`src/rtl/scanline_irq_pkg.sv`:
```
// Shared definitions for the scanline interrupt counter.
// Assumes: the CPU write select is a 2-bit code decoded as below.
package scanline_irq_pkg;
    typedef enum logic [1:0] {
        SEL_LATCH   = 2'd0,
        SEL_RELOAD  = 2'd1,
        SEL_DISABLE = 2'd2,
        SEL_ENABLE  = 2'd3
    } reg_sel_e;
endpackage

```
`src/rtl/a12_edge_qual.sv`:
```
// Turns raw pattern-address bit 12 into a one-clock line tick.
// A rise counts only after MIN_LOW consecutive low samples.
// Assumes: a12 is synchronous to clk.
module a12_edge_qual #(
    parameter int MIN_LOW = 3
) (
    input  logic clk,
    input  logic rst_n,
    input  logic a12,
    output logic line_tick
);
    localparam int LW = $clog2(MIN_LOW + 1);
    localparam logic [LW-1:0] LOW_SAT = LW'(MIN_LOW);

    logic [LW-1:0] low_run;

    // Track the saturating low run and flag a qualified rise.
    always_ff @(posedge clk) begin
        if (!rst_n) begin
            low_run   <= '0;
            line_tick <= 1'b0;
        end else begin
            line_tick <= a12 && (low_run == LOW_SAT);
            if (a12)
                low_run <= '0;
            else if (low_run != LOW_SAT)
                low_run <= low_run + 1'b1;
        end
    end
endmodule

```
`src/rtl/line_downcounter.sv`:
```
// Reloadable line down-counter with a stored reload value.
// It reloads when it is ticked at zero and otherwise decrements.
// Assumes: reload_req and latch_wr are single-clock strobes.
module line_downcounter #(
    parameter int CNT_W = 8
) (
    input  logic             clk,
    input  logic             rst_n,
    input  logic             line_tick,
    input  logic             latch_wr,
    input  logic             reload_req,
    input  logic [CNT_W-1:0] wr_data,
    output logic [CNT_W-1:0] cnt,
    output logic             hit
);
    logic [CNT_W-1:0] latch_q;
    logic [CNT_W-1:0] cnt_nxt;

    // Next count on a tick: reload at zero, else decrement.
    always_comb begin
        cnt_nxt = (cnt == '0) ? latch_q : cnt - 1'b1;
        hit     = line_tick && !reload_req && (cnt_nxt == '0);
    end

    // Hold the reload value written by the CPU.
    always_ff @(posedge clk) begin
        if (!rst_n)
            latch_q <= '0;
        else if (latch_wr)
            latch_q <= wr_data;
    end

    // Update the count; a reload request takes priority over a tick.
    always_ff @(posedge clk) begin
        if (!rst_n)
            cnt <= '0;
        else if (reload_req)
            cnt <= '0;
        else if (line_tick)
            cnt <= cnt_nxt;
    end
endmodule

```
`src/rtl/irq_flag_ctrl.sv`:
```
// Interrupt enable and level request flags.
// A clear both acknowledges and disables; a set only enables.
// Assumes: set and clear strobes are never both high.
module irq_flag_ctrl (
    input  logic clk,
    input  logic rst_n,
    input  logic en_set,
    input  logic en_clr,
    input  logic hit,
    output logic en_q,
    output logic irq
);
    // Enable flag: cleared by disable, set by enable.
    always_ff @(posedge clk) begin
        if (!rst_n)
            en_q <= 1'b0;
        else if (en_clr)
            en_q <= 1'b0;
        else if (en_set)
            en_q <= 1'b1;
    end

    // Request flag: set on an enabled hit, held until acknowledged.
    always_ff @(posedge clk) begin
        if (!rst_n)
            irq <= 1'b0;
        else if (en_clr)
            irq <= 1'b0;
        else if (hit && en_q)
            irq <= 1'b1;
    end
endmodule

```
`src/rtl/scanline_irq_counter.sv`:
```
// Top level: decodes the CPU writes and chains the edge qualifier,
// the down-counter and the interrupt flags.
// Assumes: all inputs are synchronous to the pixel clock.
module scanline_irq_counter
    import scanline_irq_pkg::*;
#(
    parameter int CNT_W   = 8,
    parameter int MIN_LOW = 3
) (
    input  logic             clk,
    input  logic             rst_n,
    input  logic             wr_en,
    input  logic [1:0]       wr_sel,
    input  logic [CNT_W-1:0] wr_data,
    input  logic             a12,
    output logic             irq
);
    logic             line_tick;
    logic             hit;
    logic             en_flag;
    logic [CNT_W-1:0] cnt_val;
    logic             wr_latch, wr_reload, wr_disable, wr_enable;

    // Decode the write select into one strobe per action.
    always_comb begin
        wr_latch   = wr_en && (wr_sel == SEL_LATCH);
        wr_reload  = wr_en && (wr_sel == SEL_RELOAD);
        wr_disable = wr_en && (wr_sel == SEL_DISABLE);
        wr_enable  = wr_en && (wr_sel == SEL_ENABLE);
    end

    a12_edge_qual #(.MIN_LOW(MIN_LOW)) u_qual (
        .clk       (clk),
        .rst_n     (rst_n),
        .a12       (a12),
        .line_tick (line_tick)
    );

    line_downcounter #(.CNT_W(CNT_W)) u_cnt (
        .clk        (clk),
        .rst_n      (rst_n),
        .line_tick  (line_tick),
        .latch_wr   (wr_latch),
        .reload_req (wr_reload),
        .wr_data    (wr_data),
        .cnt        (cnt_val),
        .hit        (hit)
    );

    irq_flag_ctrl u_flags (
        .clk    (clk),
        .rst_n  (rst_n),
        .en_set (wr_enable),
        .en_clr (wr_disable),
        .hit    (hit),
        .en_q   (en_flag),
        .irq    (irq)
    );
endmodule

```
`config.mk`:
```
export PLATFORM = sky130hd
export DESIGN_NAME = scanline_irq_counter
export DESIGN_NICKNAME = d
export VERILOG_FILES = /design/src/rtl/scanline_irq_pkg.sv /design/src/rtl/a12_edge_qual.sv /design/src/rtl/line_downcounter.sv /design/src/rtl/irq_flag_ctrl.sv /design/src/rtl/scanline_irq_counter.sv
export SDC_FILE = /design/constraint.sdc
export NUM_CORES = 1
export LEC_CHECK = 0
export BUFFER_PORTS_ARGS = -buffer_cell sky130_fd_sc_hd__buf_2
export CORE_MARGIN = 5
export CORE_UTILIZATION = 60
export CTS_CLUSTER_DIAMETER = 30
export DETAILED_ROUTE_END_ITERATION = 7
export PLACE_DENSITY = 0.82
export SLEW_MARGIN = 20
export SYNTH_ARGS = -nofsm -noshare
export SYNTH_HDL_FRONTEND = slang
export SYNTH_SLANG_ARGS = --single-unit
```
`constraint.sdc`:
```
create_clock -name clk -period 4 [get_ports clk]
set_clock_uncertainty 0.15 [all_clocks]
set_input_delay 0.6 -clock clk [delete_from_list [all_inputs] [get_ports clk]]
set_output_delay 0.6 -clock clk [all_outputs]
set_load 0.01 [all_outputs]
```
-- Word-level counts from Yosys, hierarchy flattened
Cells that the tools add are included.
- register bits after elaboration: 21
- bits of input ports: 14
- output and inout port bits: 1
- word-level logic and storage cells: 30
- $add $sub $neg: 2
- equal/unequal tests: 5
- muxes and demuxes: 1
- bitwise gates (word level): 1
- reductions and logical operators: 15
- operators by type and width (cell ; number):
    $logic_not 8->1 ; 2
    $logic_and 1x1->1 ; 8
    $mux 8 ; 1
    $sub 8x1->8 const B ; 1
    $eq 2x2->1 const B ; 3
    $reduce_or 2->1 ; 3
    $add 2x1->2 const B ; 1
    $eq 2x1->1 const B ; 1
    $logic_not 2->1 ; 1
    $ne 2x2->1 const B ; 1
    $logic_not 1->1 ; 1
    $not 1->1 ; 1

-- Depth between registers and ports, before layout
- depth in word-level cells: 6
- gate-level depth with buffers: 7
- depth with buffers taken out: 7

-- Hierarchy
A second synthesis with hierarchy kept.
- cell total of the unflattened synthesis: 139
- area, all modules: 1257.5 µm²
- modules (own cells, without submodules) (module ; times used ; cells an instance ; area each (µm²) ; sequential area each (µm²)):
    line_downcounter ; 1 ; 118 ; 1037.2 ; 320.3
    a12_edge_qual ; 1 ; 10 ; 112.6 ; 60.1
    irq_flag_ctrl ; 1 ; 7 ; 70.1 ; 40.0
    scanline_irq_counter ; 1 ; 4 ; 37.5 ; 0.0

-- Worst setup path after synthesis
Ideal clock, no wire load.
- path kind: register to register
- start: reg u_cnt.cnt[0]
- end: reg u_flags.irq
- library setup time: 0.067 ns
- data arrival time: 1.827 ns
- required time: 3.783 ns
- path slack: 1.956 ns
- cell stages (with the launch flop): 8
- buffers on the path: 0
- clock period less this slack: 2.044 ns
- path through: dfxtp_1 > inv_1 > ha_1 > or4b_2 > o21ai_0 > o311ai_0 > a211o_1 > o21ai_2
- word-level cells in the longest chain between the ends: 5
- elaborated cells on any way between the ends: 6
- classes of those cells: 1 x add/sub; 1 x mux; 4 x reduce/logical
- RTL lines (what ; RTL line ; RTL):
    start: declaration ; line_downcounter.sv:13 ; output logic [CNT_W-1:0] cnt,
    start signal: assignment ; line_downcounter.sv:40 ; cnt <= cnt_nxt;
    $sub 8x1->8 / $logic_not 8->1 (equally long branches) ; line_downcounter.sv:21 ; cnt_nxt = (cnt == '0) ? latch_q : cnt - 1'b1;
    $mux 8 (*) ; line_downcounter.sv:21 ;
    $logic_not 8->1 (*) ; line_downcounter.sv:22 ; hit = line_tick && !reload_req && (cnt_nxt == '0);
    $logic_and 1x1->1 (*) ; line_downcounter.sv:22 ;
    $logic_and 1x1->1 (*) ; irq_flag_ctrl.sv:29 ; else if (hit && en_q)
    end signal: assignment ; irq_flag_ctrl.sv:26 ; irq <= 1'b0;
    end signal: assignment ; irq_flag_ctrl.sv:28 ; irq <= 1'b0;
    end signal: assignment ; irq_flag_ctrl.sv:30 ; irq <= 1'b1;
    end: declaration ; irq_flag_ctrl.sv:11 ; output logic irq
Every way passes the cells marked *; elsewhere a longest branch is shown, timed or not.
A chain may end at the register's enable or synchronous reset.

-- Worst setup path in the final report
Same ends and word-level chain as after synthesis.

==> key figures <==
Routing
  – Drt initial violations: 29
  – DR DRC count: 0
  – Post-route ant nets: 0
  – Drt pass-1 iters: 4
  – WL final: 2560 µm
  – Via density: 5.91
  – DR WL/cell: 14.6 µm
  – Via count: 1,035

Global route
  – Global-route wire length before repair: 4520 µm
  – Total gr overflow: 0
  – Total GRT Usage: 21.5%
  – Largest net degree at the start of global routing: 15
  – Initial antenna violation count: 0
  – Vias in the first global route: 1,003

Yosys
  – Syn. warnings: 0
  – Post-Syn Area: 1170 µm²
  – Syn Nets: 152
  – Share of the yosys chip area belonging to registers: 35.9%
  – Synth async-reset ratio: 0%
  – Distinct cell type count after synthesis: 45
  – Synthesized instance count: 135
  – Syn_area_per_cell: 8.68 µm²
  – Count of flip-flops with a built-in enable after synthesis: 0
  – Top FF cell, synth: dfxtp_1
  – #FFs+latches synth: 21

Placed design
  – HPWL after detailed placement: 1900 µm
  – Placed inst area: 1250 µm²
  – GP Congestion: 0.938
  – Port Buffers: 14

Clocking
  – Htree depth: 1
  – Clock transition at path regs: 0.11 ns
  – Sink Count: 21
  – Clock Path Buffers: 2
  – Cts bufs inserted: 3
  – Hold_buf cts: 0
  – CTS tree: built
  – Clock latency on the worst-skew pair: 0.31 ns
  – Clk Tree Root Cell: clkbuf_4
  – Postcts setup bufs: 0
  – CTS resizes: 0

Setup path
  – Crit path capture type: flip-flop
  – Worst Setup Path Type: flip-flop to flip-flop
  – Crit. Startpoint: u_cnt.cnt[0]
  – CP Max Fanout: 7
  – Startpoint Class: flip-flop
  – Worst EP arrival: 2.32 ns
  – Worst R2R Start: u_cnt.cnt[0]
  – Worst EP required: 4.10 ns

Floorplanning
  – Cell Rows: 16
  – Top Ports: 15
  – Core area: 1900 µm²
  – Width of the die: 54.2 µm
  – Die area: 2940 µm²
  – Initial Utilization: 61.6%
  – Die Span Y: 54.2 µm

Final layout
  – # fillers: 158
  – Layout Cell Area excl Fill: 1280 µm²
  – Most common cell after layout, fill and taps aside: dfxtp_1
  – Layout Nets: 166
  – Share of cells above drive strength 1: 15.5%
  – Most frequent cells in the layout: dfxtp_1, buf_2, nand2_1, mux2i_1
  – Number of diodes: 0
  – Area growth from synthesis to layout: 8.97%

STA
  – Slew Limit Fails: 0
  – Max Clk Rate: 451 MHz
  – Final hold violation count: 0
  – Actual slew at the worst max-slew pin: 0.704 ns
  – Setup TNS: 0 ns
  – WHS: 0.353 ns
  – Final period utilization: 55.5%
  – RSZ-0062 raised after global routing: false
  – Headroom to the max-slew limit: 52.6%
  – Fin crit period: 2.22 ns
  – Final setup viols: 0

Min path
  – HP Class: flip-flop to flip-flop
  – HP Start: u_flags.en_q

Power and ir drop
  – Worst-case vdd ir drop: 0.000272 V
  – PD cells: 273 nW/µm²
  – Leakage power: 0.473 nW
  – Total power: 0.349 mW

Status
  – Status: finished, final reports clean

Run
  – # Max-Cap Violations: 0
-- cell usage after synthesis (2+ instances only) --
master	n	area share [%]
nor2_1	8	2.6
xor2_1	2	1.5
nor2b_1	8	4.3
o211ai_1	4	2.6
nand2b_1	3	1.6
or4_1	2	1.3
and3_1	2	1.1
nor3b_1	2	1.3
ha_1	3	3.2
mux2i_1	11	9.4
nor3_1	4	1.7
o31ai_1	3	1.9
inv_1	5	1.6
a21oi_1	8	3.4
o21ai_0	4	1.7
dfxtp_1	21	36
a22oi_1	2	1.3
clkbuf_1	2	0.64
nand3_1	5	2.1
nand2_1	11	3.5
-- critical path, stage by stage (launching register included) --
cell and delay, ns:
dfxtp_1 0.38, inv_1 0.10, ha_1 0.27, or4b_2 0.61, o21ai_0 0.16, o311ai_0 0.14, a211o_1 0.25, o21ai_2 0.10
-- registers in the layout, indices dropped and copies added, names as in the netlist --
| name | count |
|---|---|
| u_flags.irq | 1 |
| u_flags.en_q | 1 |
| u_cnt.cnt | 8 |
| u_qual.low_run | 2 |
| u_cnt.latch_q | 8 |
| u_qual.line_tick | 1 |
-- kinds of logic (layout without fill, tap and decap cells) --
| family | count (synthesis) | count (layout) | synth area share [%] |
|---|---|---|---|
| buf+inv | 11 | 24 | 4.37 |
| simple gates | 54 | 54 | 26.6 |
| flops | 21 | 21 | 35.9 |
| mux | 11 | 11 | 9.39 |
| xor+xnor | 3 | 3 | 2.24 |
| compound gates | 32 | 32 | 18.4 |
| fa+ha+maj | 3 | 3 | 3.20 |
-- cell type report --
cell class | instances | area (µm²) | area share, %
clock buffer | 4 | 26.3 | 2.06
inverter | 5 | 18.8 | 1.47
multi-input combinational | 103 | 701 | 54.8
sequential | 21 | 420 | 32.9
tap | 27 | 33.8 | 2.64
timing repair buffer | 15 | 77.6 | 6.07
-- stage by stage --
step / instances / util [%] / setup slack, ns
2_1_floorplan: 135 / - / 1.96
3_3_place_gp: 171 / 65.8 / 1.88
3_5_place_dp: 171 / 65.8 / 1.82
4_1_cts: 175 / 67.2 / 1.80
5_1_grt: 175 / 67.2 / 1.59
6_report: 175 / 67.2 / 1.78
-- power by group --
part / switching, mW / internal (mW) / leakage [nW] / total, mW
Clock: 0.0634 / 0.0390 / 0.0150 / 0.102
Sequential: 0.00295 / 0.213 / 0.170 / 0.216
Combinational: 0.0154 / 0.0149 / 0.288 / 0.0303
Total: 0.0818 / 0.267 / 0.473 / 0.349
-- worst paths after layout --
| path | end | slack [ns] | depth (start not counted) |
|---|---|---|---|
| hold / removal | u_flags.en_q | 0.35 | 2 |
| setup reg to reg | u_flags.irq | 1.78 | 7 |
| hold reg to reg | u_flags.en_q | 0.35 | 2 |
| setup / recovery | u_flags.irq | 1.78 | 7 |
-- metal layers --
layer,global-route usage [%],vias to the layer above,share of wire (%)
met3,3.88,7,6.8
met4,9.13,0,2.7
met2,35.1,48,47
met1,27.4,459,44
met5,0,-,0
li1,-,521,-
(Power assumes the default switching activity.)
